`src/rtl/spi_preload_slave.sv`:
```
module spi_preload_slave #(
  parameter int DATA_W      = 8,
  parameter int FIFO_DEPTH  = 4,
  parameter int SYNC_STAGES = 2
) (
  input  logic              clk,
  input  logic              rst_n,
  input  logic              sclk,
  input  logic              mosi,
  input  logic              ss_n,
  output logic              miso,
  output logic              miso_oe,
  input  logic [DATA_W-1:0] tx_data,
  input  logic              tx_valid,
  output logic              tx_ready,
  input  logic [DATA_W-1:0] pre_data,
  input  logic              pre_valid,
  output logic [DATA_W-1:0] rx_data,
  output logic              rx_valid,
  input  logic              rx_ready,
  output logic              irq,
  output logic              tx_empty,
  output logic              rx_full,
  output logic              rx_ovf,
  output logic              tx_unf,
  input  logic [1:0]        clr_flags
);
  timeunit 1ns;
  timeprecision 1ps;

  localparam int AW = $clog2(FIFO_DEPTH);
  localparam int CW = AW + 1;
  localparam int BW = $clog2(DATA_W + 1);
  localparam logic [CW-1:0] FULL_CNT = CW'(FIFO_DEPTH);
  localparam logic [BW-1:0] LAST_BIT = BW'(DATA_W - 1);
  localparam logic [BW-1:0] DONE_CNT = BW'(DATA_W);

  logic [SYNC_STAGES-1:0] sclk_p, mosi_p, ss_p;
  logic sclk_d, ss_d;
  logic sclk_s, mosi_s, ss_s;

  always_ff @(posedge clk or negedge rst_n) begin
    if (!rst_n) begin
      sclk_p <= '0;
      mosi_p <= '0;
      ss_p   <= '1;
      sclk_d <= 1'b0;
      ss_d   <= 1'b1;
    end else begin
      sclk_p <= SYNC_STAGES'({sclk_p, sclk});
      mosi_p <= SYNC_STAGES'({mosi_p, mosi});
      ss_p   <= SYNC_STAGES'({ss_p, ss_n});
      sclk_d <= sclk_s;
      ss_d   <= ss_s;
    end
  end

  assign sclk_s = sclk_p[SYNC_STAGES-1];
  assign mosi_s = mosi_p[SYNC_STAGES-1];
  assign ss_s   = ss_p[SYNC_STAGES-1];

  logic active, ss_fall, rise, fall;
  assign active  = !ss_s;
  assign ss_fall = active && ss_d;
  assign rise    = active && !ss_fall && sclk_s && !sclk_d;
  assign fall    = active && !ss_fall && !sclk_s && sclk_d;

  logic [BW-1:0]     bit_cnt;
  logic [DATA_W-1:0] rx_sh, tx_sh, pend_q;
  logic              tx_filler, pend_v;

  logic [DATA_W-1:0] tx_mem [FIFO_DEPTH];
  logic [AW-1:0]     tx_wp, tx_rp;
  logic [CW-1:0]     tx_cnt;
  logic [DATA_W-1:0] rx_mem [FIFO_DEPTH];
  logic [AW-1:0]     rx_wp, rx_rp;
  logic [CW-1:0]     rx_cnt;

  logic load, tx_push, tx_pop, rx_push, rx_pop, rx_accept, direct_now;
  logic [DATA_W-1:0] rx_byte;

  assign load       = ss_fall || (fall && bit_cnt == DONE_CNT);
  assign tx_ready   = tx_cnt != FULL_CNT;
  assign tx_empty   = tx_cnt == '0;
  assign tx_push    = tx_valid && tx_ready;
  assign tx_pop     = load && !tx_empty;
  assign direct_now = pre_valid && active && !load && !rise && bit_cnt == '0 && tx_filler;

  assign rx_byte    = {rx_sh[DATA_W-2:0], mosi_s};
  assign rx_push    = rise && bit_cnt == LAST_BIT;
  assign rx_valid   = rx_cnt != '0;
  assign rx_full    = rx_cnt == FULL_CNT;
  assign rx_pop     = rx_valid && rx_ready;
  assign rx_accept  = rx_push && (!rx_full || rx_pop);
  assign rx_data    = rx_mem[rx_rp];
  assign irq        = rx_valid;

  assign miso_oe = active;
  assign miso    = active && tx_sh[DATA_W-1];

  always_ff @(posedge clk or negedge rst_n) begin
    if (!rst_n) begin
      bit_cnt <= '0;
      rx_sh   <= '0;
    end else if (!active || ss_fall) begin
      bit_cnt <= '0;
    end else if (rise && bit_cnt < DONE_CNT) begin
      rx_sh   <= rx_byte;
      bit_cnt <= bit_cnt + 1'b1;
    end else if (load) begin
      bit_cnt <= '0;
    end
  end

  always_ff @(posedge clk or negedge rst_n) begin
    if (!rst_n) begin
      tx_sh     <= '0;
      tx_filler <= 1'b1;
      pend_v    <= 1'b0;
      pend_q    <= '0;
    end else begin
      if (load) begin
        if (!tx_empty) begin
          tx_sh     <= tx_mem[tx_rp];
          tx_filler <= 1'b0;
        end else if (pre_valid || pend_v) begin
          tx_sh     <= pre_valid ? pre_data : pend_q;
          tx_filler <= 1'b0;
        end else begin
          tx_sh     <= '0;
          tx_filler <= 1'b1;
        end
      end else if (direct_now) begin
        tx_sh     <= pre_data;
        tx_filler <= 1'b0;
      end else if (fall && bit_cnt != '0 && bit_cnt < DONE_CNT) begin
        tx_sh <= tx_sh << 1;
      end

      if (load && tx_empty) begin
        pend_v <= 1'b0;
      end else if (pre_valid && !direct_now) begin
        pend_v <= 1'b1;
        pend_q <= pre_data;
      end
    end
  end

  always_ff @(posedge clk or negedge rst_n) begin
    if (!rst_n) begin
      tx_wp  <= '0;
      tx_rp  <= '0;
      tx_cnt <= '0;
      rx_wp  <= '0;
      rx_rp  <= '0;
      rx_cnt <= '0;
    end else begin
      if (tx_push) tx_wp <= tx_wp + 1'b1;
      if (tx_pop)  tx_rp <= tx_rp + 1'b1;
      tx_cnt <= tx_cnt + CW'(tx_push) - CW'(tx_pop);
      if (rx_accept) rx_wp <= rx_wp + 1'b1;
      if (rx_pop)    rx_rp <= rx_rp + 1'b1;
      rx_cnt <= rx_cnt + CW'(rx_accept) - CW'(rx_pop);
    end
  end

  always_ff @(posedge clk) begin
    if (tx_push)   tx_mem[tx_wp] <= tx_data;
    if (rx_accept) rx_mem[rx_wp] <= rx_byte;
  end

  always_ff @(posedge clk or negedge rst_n) begin
    if (!rst_n) begin
      rx_ovf <= 1'b0;
      tx_unf <= 1'b0;
    end else begin
      rx_ovf <= (rx_push && !rx_accept) || (rx_ovf && !clr_flags[0]);
      tx_unf <= (rise && bit_cnt == '0 && tx_filler) || (tx_unf && !clr_flags[1]);
    end
  end
endmodule

```
`config.mk`:
```
export PLATFORM = sky130hd
export DESIGN_NAME = spi_preload_slave
export DESIGN_NICKNAME = d
export VERILOG_FILES = /design/src/rtl/spi_preload_slave.sv
export SDC_FILE = /design/constraint.sdc
export NUM_CORES = 1
export LEC_CHECK = 0
export BUFFER_PORTS_ARGS = -buffer_cell sky130_fd_sc_hd__buf_2
export CORE_MARGIN = 2
export CORE_UTILIZATION = 29
export CTS_BUF_LIST = sky130_fd_sc_hd__clkbuf_16
export CTS_CLUSTER_DIAMETER = 150
export CTS_CLUSTER_SIZE = 16
export DETAILED_ROUTE_END_ITERATION = 6
export SLEW_MARGIN = 10
export SYNTH_ARGS = -nofsm -noshare
export SYNTH_HDL_FRONTEND = slang
export SYNTH_SLANG_ARGS = --single-unit
```
`constraint.sdc`:
```
create_clock -name clk -period 2.8 [get_ports clk]
set_input_delay 0.42 -clock clk [delete_from_list [all_inputs] [get_ports clk]]
set_output_delay 0.42 -clock clk [all_outputs]
set_load 0.005 [all_outputs]
```
== Word level (Yosys, flattened, before mapping) ==
Memories as Yosys holds them, arrays and structs flattened.
Cells that the tools add are included.
W data, S select, Z words.
Storage, ports and cells
  register bits: 53
  memory bits (writable): 64
  input port bits: 26
  output and inout port bits: 17
  logic and storage cells: 112
  memories: 2
Memories
  rx_mem: depth 4, bits a word 8, read ports 1, clocked after Yosys merged registers in 0, write ports 1, RTL line 75  | logic [DATA_W-1:0] rx_mem [FIFO_DEPTH];
  tx_mem: depth 4, bits a word 8, read ports 1, clocked after Yosys merged registers in 0, write ports 1, RTL line 72  | logic [DATA_W-1:0] tx_mem [FIFO_DEPTH];
Operators by class
  add/subtract/negate cells: 9
  order comparisons: 1
  equality and inequality tests: 4
  multiplexer cells: 19
  bitwise logic cells: 2
  reductions and logical operators: 56
Operators by type and width (count)
  $mux W8: 6
  $logic_and A1 B1 Y1: 28
  $logic_not A1 Y1: 12
  $mux W4: 3
  $mux W1: 10
  $reduce_bool A3 Y1: 3
  $add A2 B1 Y2 const B: 4
  $add A3 B1 Y3: 2
  $logic_or A1 B1 Y1: 6
  $sub A3 B1 Y3: 2
  $add A4 B1 Y4 const B: 1
  $eq A4 B3 Y1 const B: 1
  $eq A4 B4 Y1 const B: 1
  $logic_not A4 Y1: 1
  $lt A4 B4 Y1 const B: 1
  $reduce_and A2 Y1: 2
  $reduce_bool A2 Y1: 2
  $reduce_bool A4 Y1: 1
  $eq A3 B3 Y1 const B: 1
  $logic_not A3 Y1: 1
  $ne A3 B3 Y1 const B: 1
  $not A1 Y1: 2

== Depth between registers and ports, before layout ==
  depth in word-level cells: 17
  mapped depth: 12

== Least setup slack after synthesis ==
Ideal clock, no wire load.
  kind: register -> register
  start: register tx_cnt[1]
  end: register tx_cnt[2]
  data arrival time: 2.452 ns
  setup slack: 0.223 ns
  stages on the path, launching flop included: 13
  path buffers: 2
  path through: dfrtp_1 -> or3_1 -> clkbuf_1 -> inv_1 -> buf_2 -> nor2_1 -> ha_1 -> inv_1 -> ha_1 -> inv_1 -> fa_1 -> xnor2_1 -> xnor2_1
On the way
  cells in the longest elaborated chain, start to end: 4
  elaborated cells between the ends (all ways): 7
  those cells by class: add/sub: 2; eq/ne: 1; reduce/logical: 4
RTL lines
  start: declaration: RTL line 74  | logic [CW-1:0] tx_cnt;
  start signal: assignment: RTL line 160  | tx_cnt <= tx_cnt + CW'(tx_push) - CW'(tx_pop);
  $logic_not A3 Y1: RTL line 84  | assign tx_empty = tx_cnt == '0;
  named net tx_empty: RTL line 22  | output logic tx_empty,
  $logic_not A1 Y1
  $logic_and A1 B1 Y1: RTL line 86  | assign tx_pop = load && !tx_empty;
  named net tx_pop: RTL line 79  | logic load, tx_push, tx_pop, rx_push, rx_pop, rx_accept, direct_now;
  $sub A3 B1 Y3: RTL line 160
The timed path passes the listed nets, and every way through them passes these cells.
A chain may end at the register's enable or synchronous reset.

== Worst setup path after layout ==
  start: register bit_cnt[0]
  end: register tx_cnt[2]
On the way
  cells in the longest elaborated chain, start to end: 5
RTL lines
  start: declaration: RTL line 68  | logic [BW-1:0] bit_cnt;
  start signal: assignment: RTL line 109  | bit_cnt <= bit_cnt + 1'b1;
  $eq A4 B4 Y1: RTL line 82  | assign load = ss_fall || (fall && bit_cnt == DONE_CNT);
  $logic_and A1 B1 Y1: RTL line 82
  $logic_or A1 B1 Y1: RTL line 82
  $logic_and A1 B1 Y1: RTL line 86
  named net tx_pop: RTL line 79
  $sub A3 B1 Y3: RTL line 160
The timed path passes the listed nets, and every way through them passes these cells.

==> metrics.md <==
| Metric | Value |
|---|---|
| Worst EP required | 3.12 ns |
| Status | finished, final reports clean |
| Detailed placer's ending HPWL | 6749 um |
| Commonest non-fill, non-tap cells in the layout | edfxtp_1 (64), dfrtp_1 (49), buf_2 (42), inv_1 (19), mux2_2 (18) |
| PwrDens | 904.2 nW/um^2 |
| Critical path arrival | 2.89 ns |
| Synth Flop Type | edfxtp_1 |
| Worst-path clk slew | 0.06 ns |
| Max Freq | 389.6 MHz |
| Worst setup EP type | flop |
| Register area | 3253 sq um |
| Share of total power in combinational logic | 18.7% |
| Share of the yosys chip area belonging to registers | 63.73% |
| Ant. Diodes | 0 |
| Post-route ant nets | 0 |
| Sw Share | 27.57% |
| Initial antenna violation count | 0 |
| Syn nets | 375 |
| Share of cells above drive strength 1 | 31.82% |
| Final wirelength | 9717 um |
| Slew headroom | 53.89% |
| Syn. warnings | 0 |
| DR vias | 2925 |
| Final Skew | 0.008492 ns |
| Nets | 424 |
| Fin. max-slew vios | 0 |
| Post-route DRC | 0 |
| Max Cap Viol | 0 |
| Min cycle time layout | 2.567 ns |
| Overflow after GRT | 0 |
| DRT iter0 DRCs | 182 |
| Mean number of vias per cell | 4.710 |
| Seq cells post-synth | 117 |
| Post-synth ARST share | 45.30% |
| Commonest non-fill, non-tap cell in the layout | edfxtp_1 |
| Pleak | 2.322 nW |
| Worst hold margin | 0.1138 ns |
| Post-synthesis cell count | 334 |
| Finished Layout Cells | 621 |
| # port buffers | 42 |
| Layout area overhead | 20.20% |
| Final Hold Viols | 0 |
| Largest net degree at the start of global routing | 54 |
| Max VDD drop | 0.4656 mV |
| Switch Pwr | 1.530 mW |
| Vias in the first global route | 3040 |
| CTS H-tree lvls | 4 |
| CTS buffer count | 17 |
| Clk sinks | 117 |
| Number of post-CTS setup repair buffers | 0 |
| Area occupied by multi-input gates | 1695 sq um |
| Worst skew pair latency | 0.40 ns |
| CTS Buffer Depth | 2 |
| EDFF count, synth | 64 |
| Setup TNS | 0 ns |
| Die height | 136.7 um |
| Critical Path Fanout Max | 8 |
| CTS root buf | clkbuf_16 |
| Hold Path Class | in2reg |
| Gr usage total | 11.45% |
| # rows | 48 |
| Avg Cell Area, Syn | 15.28 sq um |
| Distinct cells, synth | 57 |
| Starting Density | 29.62% |
| Layout Utilization | 35.60% |
| Cell internal pwr | 4.018 mW |
| Startpoint types | flop |
| Io pins | 43 |
| First-pass GRT wire length | 15990 um |
| Crit Path Category | reg2reg |
| CORE AREA | 17240 sq um |
| Cells after DPL | 589 |
| Setup violations, final | 0 |
| Final worst-path cycle share | 91.67% |
| CTS tree | done |
| Slew @ Worst Pin | 0.6916 ns |
| Clk pwr share | 37.6% |
| Die extent in x | 136.7 um |
| RSZ-0062 raised after global routing | false |
| Drt wl/cell | 15.65 um |
| Mapped cell area | 5105 sq um |
| Full die area | 18680 sq um |
| Drt pass-1 iters | 4 |
| Part of the power in registers | 43.7% |
| Routability cong. | 0.7764 |
| Layout fillers | 1652 |
## kinds of logic (layout without fill, tap and decap cells)
logic type,Yosys count,after routing,share of synthesized area (%)
buf+inv,36,98,3.088
simple gates,80,80,9.461
xor+xnor,10,10,1.716
compound gates,42,42,7.010
mux,34,34,11.03
fa+ha+maj,15,15,3.971
flops,117,117,63.73
## routing by layer
layer  routed length (um)  global-route usage [%]  vias up
met2                 4810                   18.75       68
li1                     -                       -     1382
met3                  569                   4.296        6
met5                    0                       0        -
met1                 4273                   14.01     1469
met4                   64                   3.646        0
## power by group through the flow
| stage | Combinational, mW | Sequential, mW | Clock (mW) |
|---|---|---|---|
| 4_1_cts | 1.06 | 2.44 | 2.13 |
| 2_1_floorplan | 0.886 | 2.28 | 0 |
| 6_report | 1.04 | 2.42 | 2.09 |
| 3_3_place_gp | 1.03 | 2.45 | 0 |
| 3_5_place_dp | 1.06 | 2.47 | 0 |
| 5_1_grt | 1.18 | 2.48 | 2.21 |
## sequential cells by signal, summed over array words and instances, names as in the netlist, 2 cells and up
| signal | flops |
|---|---|
| bit_cnt | 4 |
| pend_q | 8 |
| tx_mem | 32 |
| rx_sh | 7 |
| rx_wp | 2 |
| tx_cnt | 3 |
| sclk_p | 2 |
| rx_mem | 32 |
| tx_sh | 8 |
| tx_wp | 2 |
| mosi_p | 2 |
| tx_rp | 2 |
| rx_rp | 2 |
| ss_p | 2 |
| rx_cnt | 3 |
## timing repair
action,CTS,global route
gates resized for setup,0,1
setup endpoints to repair,0,1
hold buffers,0,0
endpoints found under the hold margin,0,0
## layout make-up
cell class	instances	area share (%)
clock buffer	17	6.933
multi-input combinational	181	27.63
tap	225	4.588
timing repair buffer	48	4.160
inverter	18	1.101
clock inverter	15	2.569
sequential	117	53.02
## path summary, 6_finish.rpt
check	start	endpoint	slack (ns)	cells after the start
min in group asynchronous	rst_n	rx_rp[0]	0.14	2
hold reg to reg	sclk_p[0]	sclk_p[1]	0.35	0
setup / recovery	bit_cnt[0]	tx_cnt[2]	0.23	12
hold / removal	ss_n	ss_p[0]	0.11	1
max in group asynchronous	rst_n	tx_sh[2]	2.19	2
setup reg to reg	bit_cnt[0]	tx_cnt[2]	0.23	12
## through the flow
stage,power [mW],worst slack [ns],instance area (sq um)
3_5_place_dp,3.523,0.2025,5552
5_1_grt,5.865,0.01342,6136
3_3_place_gp,3.474,0.2788,5552
2_1_floorplan,3.164,0.2228,5105
6_report,5.548,0.2333,6136
4_1_cts,5.634,0.1738,6135
## worst max-delay path: stages, from the launching register on
cell	delay [ns]
dfrtp_1	0.41
inv_1	0.07
ha_1	0.20
nand4bb_1	0.16
o21a_2	0.28
nor2_1	0.17
ha_1	0.26
inv_1	0.06
ha_1	0.13
inv_1	0.05
fa_1	0.39
xnor2_1	0.18
xnor2_1	0.14
## synth_stat cells, types with 4 or more instances
library cell | n | area (sq um)
edfxtp_1 | 64 | 1922
dfrtp_1 | 49 | 1226
inv_1 | 18 | 67.56
mux2_2 | 18 | 202.7
mux4_2 | 16 | 360.4
nor2_1 | 16 | 60.06
ha_1 | 13 | 162.7
clkbuf_1 | 10 | 37.54
nand2_1 | 9 | 33.78
nand4_1 | 8 | 50.05
nor4b_1 | 7 | 61.31
xnor2_1 | 7 | 61.31
a221oi_1 | 6 | 52.55
a311o_1 | 6 | 60.06
and2_1 | 6 | 37.54
nor3_1 | 6 | 30.03
o22a_1 | 6 | 52.55
and3_1 | 4 | 25.02
dfstp_2 | 4 | 105.1
nand2b_1 | 4 | 25.02
(Power assumes the default switching activity.)
